File: config.mk
export PLATFORM = sky130hd
export DESIGN_NAME = poll_irq_ctrl
export DESIGN_NICKNAME = d
export VERILOG_FILES = /design/src/rtl/pic_pkg.sv /design/src/rtl/pic_reqreg.sv /design/src/rtl/pic_resolver.sv /design/src/rtl/pic_ctrl.sv /design/src/rtl/poll_irq_ctrl.sv
export SDC_FILE = /design/constraint.sdc
export NUM_CORES = 1
export LEC_CHECK = 0
export ABC_AREA = 1
export BUFFER_PORTS_ARGS = -buffer_cell sky130_fd_sc_hd__buf_2
export CAP_MARGIN = 20
export CORE_MARGIN = 2
export CORE_UTILIZATION = 58
export CTS_CLUSTER_DIAMETER = 150
export DETAILED_ROUTE_END_ITERATION = 8
export PLACE_DENSITY = 0.8
export SLEW_MARGIN = 25
export SYNTH_ARGS = -nofsm -noshare
export SYNTH_HDL_FRONTEND = slang
export SYNTH_HIERARCHICAL = 1
export SYNTH_SLANG_ARGS = --single-unit
File: constraint.sdc
create_clock -name clk -period 9.92 [get_ports clk]
set_clock_uncertainty 0.2 [all_clocks]
set_input_delay 0.992 -clock clk [delete_from_list [all_inputs] [get_ports clk]]
set_output_delay 0.992 -clock clk [all_outputs]
set_load 0.1 [all_outputs]
File: src/rtl/pic_pkg.sv
// Package: shared command decoding for the polled interrupt controller.
// Assumes 8-bit command words. Bits 7-5 of an operation command select its kind.
package pic_pkg;

    typedef enum logic [2:0] {
        OP_SPEC_EOI = 3'b011,
        OP_SET_LOW  = 3'b110
    } op_cmd_e;

    // Count of address-1 data words that follow an initialization word.
    function automatic logic [1:0] init_words(input logic [7:0] w);
        return 2'd1 + {1'b0, ~w[1]} + {1'b0, w[0]};
    endfunction

endpackage

File: src/rtl/pic_reqreg.sv
// Request register: one latch per input, edge- or level-triggered by trig_level.
// Assumes inputs are already synchronous to clk. ack_vec clears edge-latched bits,
// and a new rising edge in the same cycle wins over the clear.
module pic_reqreg #(
    parameter int N_IN = 8
) (
    input  logic            clk,
    input  logic            rst_n,
    input  logic [N_IN-1:0] irq_in,
    input  logic [N_IN-1:0] trig_level,
    input  logic [N_IN-1:0] ack_vec,
    output logic [N_IN-1:0] irr
);

    logic [N_IN-1:0] prev_q;

    for (genvar i = 0; i < N_IN; i++) begin : g_lane
        // Track the input and update this request bit per its trigger mode.
        always_ff @(posedge clk) begin
            if (!rst_n) begin
                prev_q[i] <= 1'b0;
                irr[i]    <= 1'b0;
            end else begin
                prev_q[i] <= irq_in[i];
                if (trig_level[i])
                    irr[i] <= irq_in[i];
                else
                    irr[i] <= (irr[i] & ~ack_vec[i]) | (irq_in[i] & ~prev_q[i]);
            end
        end
    end

endmodule

File: src/rtl/pic_resolver.sv
// Rotating priority resolver. Walks the inputs from highest priority (low_id+1)
// to lowest (low_id). It stops at the first in-service bit, or at the first
// pending request. Assumes N_IN is a power of two so the index wraps naturally.
module pic_resolver #(
    parameter int N_IN = 8,
    localparam int ID_W = $clog2(N_IN)
) (
    input  logic [N_IN-1:0] pend,
    input  logic [N_IN-1:0] isr,
    input  logic [ID_W-1:0] low_id,
    output logic            found,
    output logic [ID_W-1:0] win_id
);

    // Scan in priority order; an in-service bit blocks everything below it.
    always_comb begin
        logic            blocked;
        logic [ID_W-1:0] idx;
        found   = 1'b0;
        win_id  = '0;
        blocked = 1'b0;
        idx     = '0;
        for (int k = 0; k < N_IN; k++) begin
            idx = ID_W'(low_id + ID_W'(k) + ID_W'(1));
            if (!blocked && !found) begin
                if (isr[idx])
                    blocked = 1'b1;
                else if (pend[idx]) begin
                    found  = 1'b1;
                    win_id = idx;
                end
            end
        end
    end

endmodule

File: src/rtl/pic_ctrl.sv
// Register port, in-service and mask state, and poll handling.
// Assumes reads and writes never share a cycle. rdata is combinational and
// valid while rd_en is high. A poll read grants the winner at that clock edge.
module pic_ctrl
    import pic_pkg::*;
#(
    parameter int N_IN = 8,
    parameter int DW   = 8,
    localparam int ID_W = $clog2(N_IN)
) (
    input  logic            clk,
    input  logic            rst_n,
    input  logic            wr_en,
    input  logic            rd_en,
    input  logic            addr,
    input  logic [DW-1:0]   wdata,
    input  logic [N_IN-1:0] irr,
    input  logic            found,
    input  logic [ID_W-1:0] win_id,
    output logic [N_IN-1:0] imr,
    output logic [N_IN-1:0] isr,
    output logic [ID_W-1:0] low_id,
    output logic [N_IN-1:0] ack_vec,
    output logic [DW-1:0]   rdata,
    output logic            poll_armed,
    output logic            int_prev,
    output logic            spur_pulse
);

    logic       rd_isr;
    logic [1:0] init_left;
    logic       poll_rd;
    logic       grant;
    logic       spur_hit;

    // Decode the poll read and its grant.
    always_comb begin
        poll_rd  = rd_en & ~addr & poll_armed;
        grant    = poll_rd & found;
        spur_hit = poll_rd & ~found & int_prev;
        ack_vec  = grant ? (N_IN'(1) << win_id) : '0;
    end

    // Read multiplexer: mask, poll word, or the selected status register.
    always_comb begin
        rdata = '0;
        if (rd_en) begin
            if (addr)
                rdata = DW'(imr);
            else if (poll_armed) begin
                rdata[DW-1]     = found | int_prev;
                rdata[ID_W-1:0] = found ? win_id : {ID_W{int_prev}};
            end else
                rdata = rd_isr ? DW'(isr) : DW'(irr);
        end
    end

    // Register state updates from writes and poll reads.
    always_ff @(posedge clk) begin
        if (!rst_n) begin
            imr        <= '1;
            isr        <= '0;
            low_id     <= ID_W'(N_IN - 1);
            rd_isr     <= 1'b0;
            poll_armed <= 1'b0;
            init_left  <= '0;
            int_prev   <= 1'b0;
            spur_pulse <= 1'b0;
        end else begin
            int_prev   <= found & ~poll_rd;
            spur_pulse <= spur_hit;
            if (rd_en && !addr)
                poll_armed <= 1'b0;
            if (grant)
                isr <= isr | ack_vec;
            if (wr_en) begin
                if (!addr) begin
                    if (wdata[4]) begin
                        isr        <= '0;
                        low_id     <= ID_W'(N_IN - 1);
                        rd_isr     <= 1'b0;
                        poll_armed <= 1'b0;
                        init_left  <= init_words(wdata[7:0]);
                    end else if (wdata[3]) begin
                        if (wdata[2])
                            poll_armed <= 1'b1;
                        if (wdata[1])
                            rd_isr <= wdata[0];
                    end else begin
                        case (op_cmd_e'(wdata[7:5]))
                            OP_SPEC_EOI: isr[wdata[ID_W-1:0]] <= 1'b0;
                            OP_SET_LOW:  low_id <= wdata[ID_W-1:0];
                            default: ;
                        endcase
                    end
                end else begin
                    if (init_left != 2'd0)
                        init_left <= init_left - 2'd1;
                    else
                        imr <= wdata[N_IN-1:0];
                end
            end
        end
    end

endmodule

File: src/rtl/poll_irq_ctrl.sv
// Top: polled rotating-priority interrupt controller with a two-address byte port.
// Assumes N_IN is a power of two and no wider than DW. Host service is by poll
// reads only.
module poll_irq_ctrl #(
    parameter int N_IN = 8,
    parameter int DW   = 8,
    localparam int ID_W = $clog2(N_IN)
) (
    input  logic            clk,
    input  logic            rst_n,
    input  logic            wr_en,
    input  logic            rd_en,
    input  logic            addr,
    input  logic [DW-1:0]   wdata,
    output logic [DW-1:0]   rdata,
    input  logic [N_IN-1:0] irq_in,
    input  logic [N_IN-1:0] trig_level,
    output logic            int_out,
    output logic            spur_pulse
);

    logic [N_IN-1:0] irr;
    logic [N_IN-1:0] imr;
    logic [N_IN-1:0] isr;
    logic [N_IN-1:0] ack_vec;
    logic [N_IN-1:0] pend;
    logic [ID_W-1:0] low_id;
    logic [ID_W-1:0] win_id;
    logic            found;
    logic            int_prev;
    logic            poll_armed;

    // Unmasked requests feed the resolver; its verdict is the interrupt line.
    always_comb begin
        pend    = irr & ~imr;
        int_out = found;
    end

    pic_reqreg #(.N_IN(N_IN)) u_reqreg (
        .clk        (clk),
        .rst_n      (rst_n),
        .irq_in     (irq_in),
        .trig_level (trig_level),
        .ack_vec    (ack_vec),
        .irr        (irr)
    );

    pic_resolver #(.N_IN(N_IN)) u_resolver (
        .pend   (pend),
        .isr    (isr),
        .low_id (low_id),
        .found  (found),
        .win_id (win_id)
    );

    pic_ctrl #(.N_IN(N_IN), .DW(DW)) u_ctrl (
        .clk        (clk),
        .rst_n      (rst_n),
        .wr_en      (wr_en),
        .rd_en      (rd_en),
        .addr       (addr),
        .wdata      (wdata),
        .irr        (irr),
        .found      (found),
        .win_id     (win_id),
        .imr        (imr),
        .isr        (isr),
        .low_id     (low_id),
        .ack_vec    (ack_vec),
        .rdata      (rdata),
        .poll_armed (poll_armed),
        .int_prev   (int_prev),
        .spur_pulse (spur_pulse)
    );

endmodule

Word level (Yosys, flattened, before mapping) --
Index checks and enable logic that the tools add are counted.
Cells by class: multiplexer cells 131, equality and inequality tests 4, magnitude comparators 10, shifts and indexed selects 1, bitwise operators 57, reduce and logical (&&, ||, !) cells 33, $add $sub $neg 17
Operators with widths (number):
- 8-bit 2-to-1 mux | 11
- 3-bit 2-to-1 mux | 28
- 1-bit 2-to-1 mux | 71
- 1-bit binary-select mux with 3-bit select | 16
- 3-bit by 4-bit < comparator with 1-bit output (second input constant) | 9
- 3-bit by 1-bit adder with 3-bit output (second input constant) | 8
- 1-bit AND | 22
- 1-bit inverter | 21
- 8-bit AND | 2
- 8-bit inverter | 2
- 1-bit zero test | 15
- 3-bit adder (second input constant) | 4
- 2-bit nonzero test | 5
- 1-bit logical AND | 9
- 1-bit OR | 9
- 8-bit OR | 1
- 4-bit AND reduction | 2
- 1-bit by 3-bit left shift with 8-bit output (first input constant) | 1
- 3-bit by 2-bit adder with 3-bit output (second input constant) | 2
- 2-bit 2-to-1 mux | 3
- 3-bit AND reduction | 2
- 4-bit 2-to-1 mux | 1
- 2-bit by 1-bit inequality test with 1-bit output (second input constant) | 2
- 1-bit demux with 3-bit select | 1
- other kinds (6) | 6
Storage, ports and cells: logic and storage cells 277, flip-flop bits (word level) 41, output and inout port bits 10, input bits 29

Longest topological paths before layout --
depth in word-level cells 38, gate-level depth with buffers 32, gate-level depth less buffers 30

By module --
The synthesis kept the hierarchy.
By module, submodules not included:
- pic_ctrl | area each 1529.0 µm², instances 1, cells an instance 256
- pic_resolver | area each 1292.5 µm², instances 1, cells an instance 257
- pic_reqreg | area each 635.6 µm², instances 1, cells an instance 98
- poll_irq_ctrl | area each 80.1 µm², instances 1, cells an instance 16

Worst setup path after synthesis --
Ideal clock, no wire load.
path kind reg2out, start point reg u_ctrl.low_id[1], end point out rdata[2], cell stages (with the launch flop) 25, arrival 4.702 ns, data required time 8.728 ns, buffers on the path 1, path slack 4.026 ns, cell sequence dfxtp_1 > clkinv_1 > ha_1 > inv_2 > buf_6 > nand2_2 > nand2_2 > nand2_1 > nand2_1 > nand2_2 > nand2_4 > nor2_1 > nor2_1 > o21ai_1 > nor2_2 > nand3_1 > nand2_2 > nor2_4 > nand3_2 > nand4_1 > nand2_1 > nand2_1 > nand3_1 > nand2_1 > inv_1
On the way: cells in the longest elaborated chain, start to end 30, elaborated cells on any way between the ends 130, those cells by class add/sub (14); mux (95); reduce/logical (21)
Ends and longest elaborated chain:
- start, declared | line pic_ctrl.sv:22 | output logic [ID_W-1:0] low_id,
- start signal, assigned | line pic_ctrl.sv:63 | low_id <= ID_W'(N_IN - 1);
- start signal, assigned | line pic_ctrl.sv:80 | low_id <= ID_W'(N_IN - 1);
- start signal, assigned | line pic_ctrl.sv:92 | OP_SET_LOW: low_id <= wdata[ID_W-1:0];
- branches (longest 25 deep; another with 3-bit by 1-bit adder with 3-bit output)
- 1-bit 2-to-1 mux * | line pic_resolver.sv:25 | if (!blocked && !found) begin
- named net int_out | line poll_irq_ctrl.sv:18 | output logic int_out,
- 3-bit 2-to-1 mux * | line pic_ctrl.sv:52 | rdata[ID_W-1:0] = found ? win_id : {ID_W{int_prev}};
- 3-bit 2-to-1 mux * | line pic_ctrl.sv:50 | else if (poll_armed) begin
- 8-bit 2-to-1 mux * | line pic_ctrl.sv:48 | if (addr)
- 8-bit 2-to-1 mux * | line pic_ctrl.sv:47 | if (rd_en) begin
- end, declared | line poll_irq_ctrl.sv:15 | output logic [DW-1:0] rdata,
Mark *: on every way through the listed nets, which the timed path passes. The select of a mux whose other input is x is not followed.

Final worst setup path --
start point reg u_ctrl.low_id[0], end point out rdata[2]
On the way: cells in the longest elaborated chain, start to end 30, elaborated cells on any way between the ends 130, those cells by class add/sub (14); mux (95); reduce/logical (21)
Ends and longest elaborated chain:
- branches (longest 25 deep; another with 3-bit by 1-bit adder with 3-bit output)
- 3-bit 2-to-1 mux * | line pic_resolver.sv:25
- named net win_id[2] | line poll_irq_ctrl.sv:28 | logic [ID_W-1:0] win_id;
- 3-bit 2-to-1 mux * | line pic_ctrl.sv:52
- 3-bit 2-to-1 mux * | line pic_ctrl.sv:50
- 8-bit 2-to-1 mux * | line pic_ctrl.sv:48
- 8-bit 2-to-1 mux * | line pic_ctrl.sv:47
Marks and branches as above.

==> flow_metrics.tcl <==
set metrics [dict create \
    place_area_um2 3702 \
    dieArea_um2 6740 \
    synthCells 627 \
    coreArea_um2 5921 \
    start_util_pct 59.74 \
    hold_class "flop to flop" \
    post_cts_resized 0 \
    start_kind "flop" \
    design_area_um2 3785 \
    ff_latch_area_um2 820.8 \
    track_usage_pct 30.30 \
    cp_max_fo 22 \
    dr.pass1.iters 5 \
    power_leakage_nw 2.062 \
    setup.worst_path.class "flop to output pin" \
    max_freq_ghz 0.1567 \
    path_clk_slew_ns 0.08 \
    vias 3899 \
    totalWireLength_um 9739 \
    ys_async_sr_fraction_pct 0 \
    min_period_ns 6.381 \
    synth_most_common_cell "nand2_1" \
    finalMaxSlewViolations 0 \
    wire_per_inst_um 13.25 \
    drtIter0Drc 308 \
    fin_ws_ns 3.539 \
    synth_edf_count 0 \
    dpl.hpwl_um 7804 \
    final_layout_size_suffix_gt1_share_pct 16.21 \
    powerDensity_nw_per_um2 139.8 \
    final_antenna_net_count 0 \
    cap_violations 0 \
    critPathTopFamily "simple AND/OR/NAND/NOR gates" \
    antenna_cells 0 \
    synth_area_um2 3537 \
    grt-ovfl-total 0 \
    worstPathBufferInverterCount 6 \
    dr_wl_met3_um 629 \
    routabilityCongestion 0.9349 \
    dp_slack_ns 3.978 \
    synth.distinct_cells 41 \
    synthMuxAreaShare_pct 0 \
    syn_to_final_growth_pct 7.004 \
    ios 39 \
    synth_commonest_cells "211 x nand2_1, 93 x nor2_1, 82 x inv_1" \
    yosysSeqAreaShare_pct 23.20 \
    rows 28 \
    synth_top_family_by_area "simple AND/OR/NAND/NOR gates" \
    fill_cells 587 \
    top_layer "met4" \
    synth_xor_area_share_pct 0.2476 \
    tns_ns 0 \
    ys_warn_count 6 \
    ctsHoldBuffers 0 \
    clock_latency_ns 0.29 \
    fp.dieH_um 82.10 \
    synth_top_area_share_pct 23.20 \
    layout.nets 693 \
    clock-sinks 41 \
    synth-compound-area-share_pct 9.975 \
    port_buffers 38 \
    max_slew_margin_pct 43.65 \
    dieWidth_um 82.10 \
    path_common_cell "nand2_1" \
    grt_antenna_before_repair 0 \
    cts_setup_buffers 0 \
    cts_buffers 5 \
    crit_path_top_delay_cell "dfxtp_1" \
    grt_pass1_vias 3399 \
    clockBufferDepth 2 \
    route.detailed.drc 0 \
    viasPerCell 5.305 \
    path_depth 27 \
    critPathCaptureType "output pin" \
    final_cells 735 \
    met2WireLength_um 4674 \
    reg2reg_depth 30 \
    status "finished, final reports clean" \
    hold_viol_final 0 \
    dp.cells 727 \
    ir_drop_mv 0.1941 \
    yosys.area.top_type "dfxtp_1" \
    grt_max_degree 24 \
    whs_path_depth 3 \
    period_share_pct 64.32 \
    synth.avg_cell_area_um2 5.641 \
    grt_pass1_wl_um 15550 \
    ys_top_cells_by_area "dfxtp_1 23%, nand2_1 22%, nor2_1 9.9%" \
    wl_met1_um 4048 \
    syn-num-nets 661 \
    setup_viol 0 \
    ys_ff_latch 41 \
    cts-root-buf "clkbuf_8" \
    synthAdderAreaFrac_pct 1.769 \
    htree_levels 2 \
    worst_path_largest_cell_delay_ns 0.88 \
    cts_tree "done" \
    multi_input_area_um2 2246 \
    synth-main-ff-cell "dfxtp_1" \
    rsz0062_at_grt "no" \
    critical_path_required_ns 8.73 \
    postLayoutCoreUtil_pct 63.93 \
    arrival_ns 5.19 \
    synthSimpleGateAreaFrac_pct 51.50 \
    tightest_slew_ns 0.8441 \
]
## worst reg2reg max path, delay by kind of cell, from the launching register on
| kind | cells | cell delay [ns] |
|---|---|---|
| buf+inv | 5 | 0.85 |
| simple gates | 22 | 1.83 |
| compound gates | 2 | 0.57 |
| fa+ha+maj | 1 | 0.68 |
| flops | 1 | 0.88 |
## power breakdown
| part | internal, mW | switching (mW) |
|---|---|---|
| logic | 0.0644 | 0.174 |
| clock network | 0.0488 | 0.0564 |
| registers | 0.175 | 0.0108 |
| total | 0.288 | 0.241 |
## final cells by class
class                   instances  share of cell area, %
clock buffers                   6                  1.917
clock inverters                 2                 0.2645
inverters                      93                  9.289
multi-input cells             480                  59.34
flip-flops and latches         41                  21.69
well taps                      75                  2.479
repair buffers                 38                  5.025
## final timing paths
check / start / end / slack [ns]
worst max-delay path: u_ctrl/low_id[0]$_SDFFE_PN1P_ / rdata[2] / 3.54
worst min-delay path: u_reqreg/prev_q[2]$_SDFF_PN0_ / u_reqreg/irr[2]$_SDFF_PN0_ / 0.27
worst max register to register: u_ctrl/low_id[0]$_SDFFE_PN1P_ / u_reqreg/irr[0]$_SDFF_PN0_ / 4.86
worst min register to register: u_reqreg/prev_q[2]$_SDFF_PN0_ / u_reqreg/irr[2]$_SDFF_PN0_ / 0.27
## cell usage in the layout (no fill, tap or decap), types with 2 or more instances in the layout
cell,count
a21oi_1,13
buf_2,38
clkbuf_8,5
clkinv_2,2
dfxtp_1,41
ha_1,5
inv_1,82
inv_2,9
nand2_1,211
nand2_2,25
nand3_1,54
nand3_2,3
nand3b_1,2
nand4_1,7
nor2_1,93
nor2_2,12
nor2_4,3
nor3_1,3
o211ai_2,5
o21ai_0,24
o21ai_1,3
o22ai_1,3
## cell families (layout without fill, tap and decap cells)
group / Yosys count / count (layout)
buf+inv: 106 / 139
xor+xnor: 1 / 1
simple gates: 417 / 417
compound gates: 57 / 57
flops: 41 / 41
fa+ha+maj: 5 / 5
## stage by stage
stage | total power, mW | hold WS, ns
after global routing | 0.5665 | 0.2958
after floorplan | 0.3783 | 0.2427
after CTS | 0.5276 | 0.2776
after detailed placement | 0.4230 | 0.2562
after global placement | 0.4183 | 0.2499
final | 0.5290 | 0.2746
## flip-flops by register name, indices dropped and copies added, names as in the netlist
signal	cells
u_ctrl/imr	8
u_ctrl/init_left	2
u_ctrl/int_prev	1
u_ctrl/isr	8
u_ctrl/low_id	3
u_ctrl/poll_armed	1
u_ctrl/rd_isr	1
u_ctrl/spur_pulse	1
u_reqreg/irr	8
u_reqreg/prev_q	8
## routing by layer
metal	GRT usage [%]	up-vias
li1	-	2013
met5	0	-
met2	54.07	157
met3	3.804	29
met4	13.00	0
met1	36.44	1700
Power figures use the tool's default switching activity.
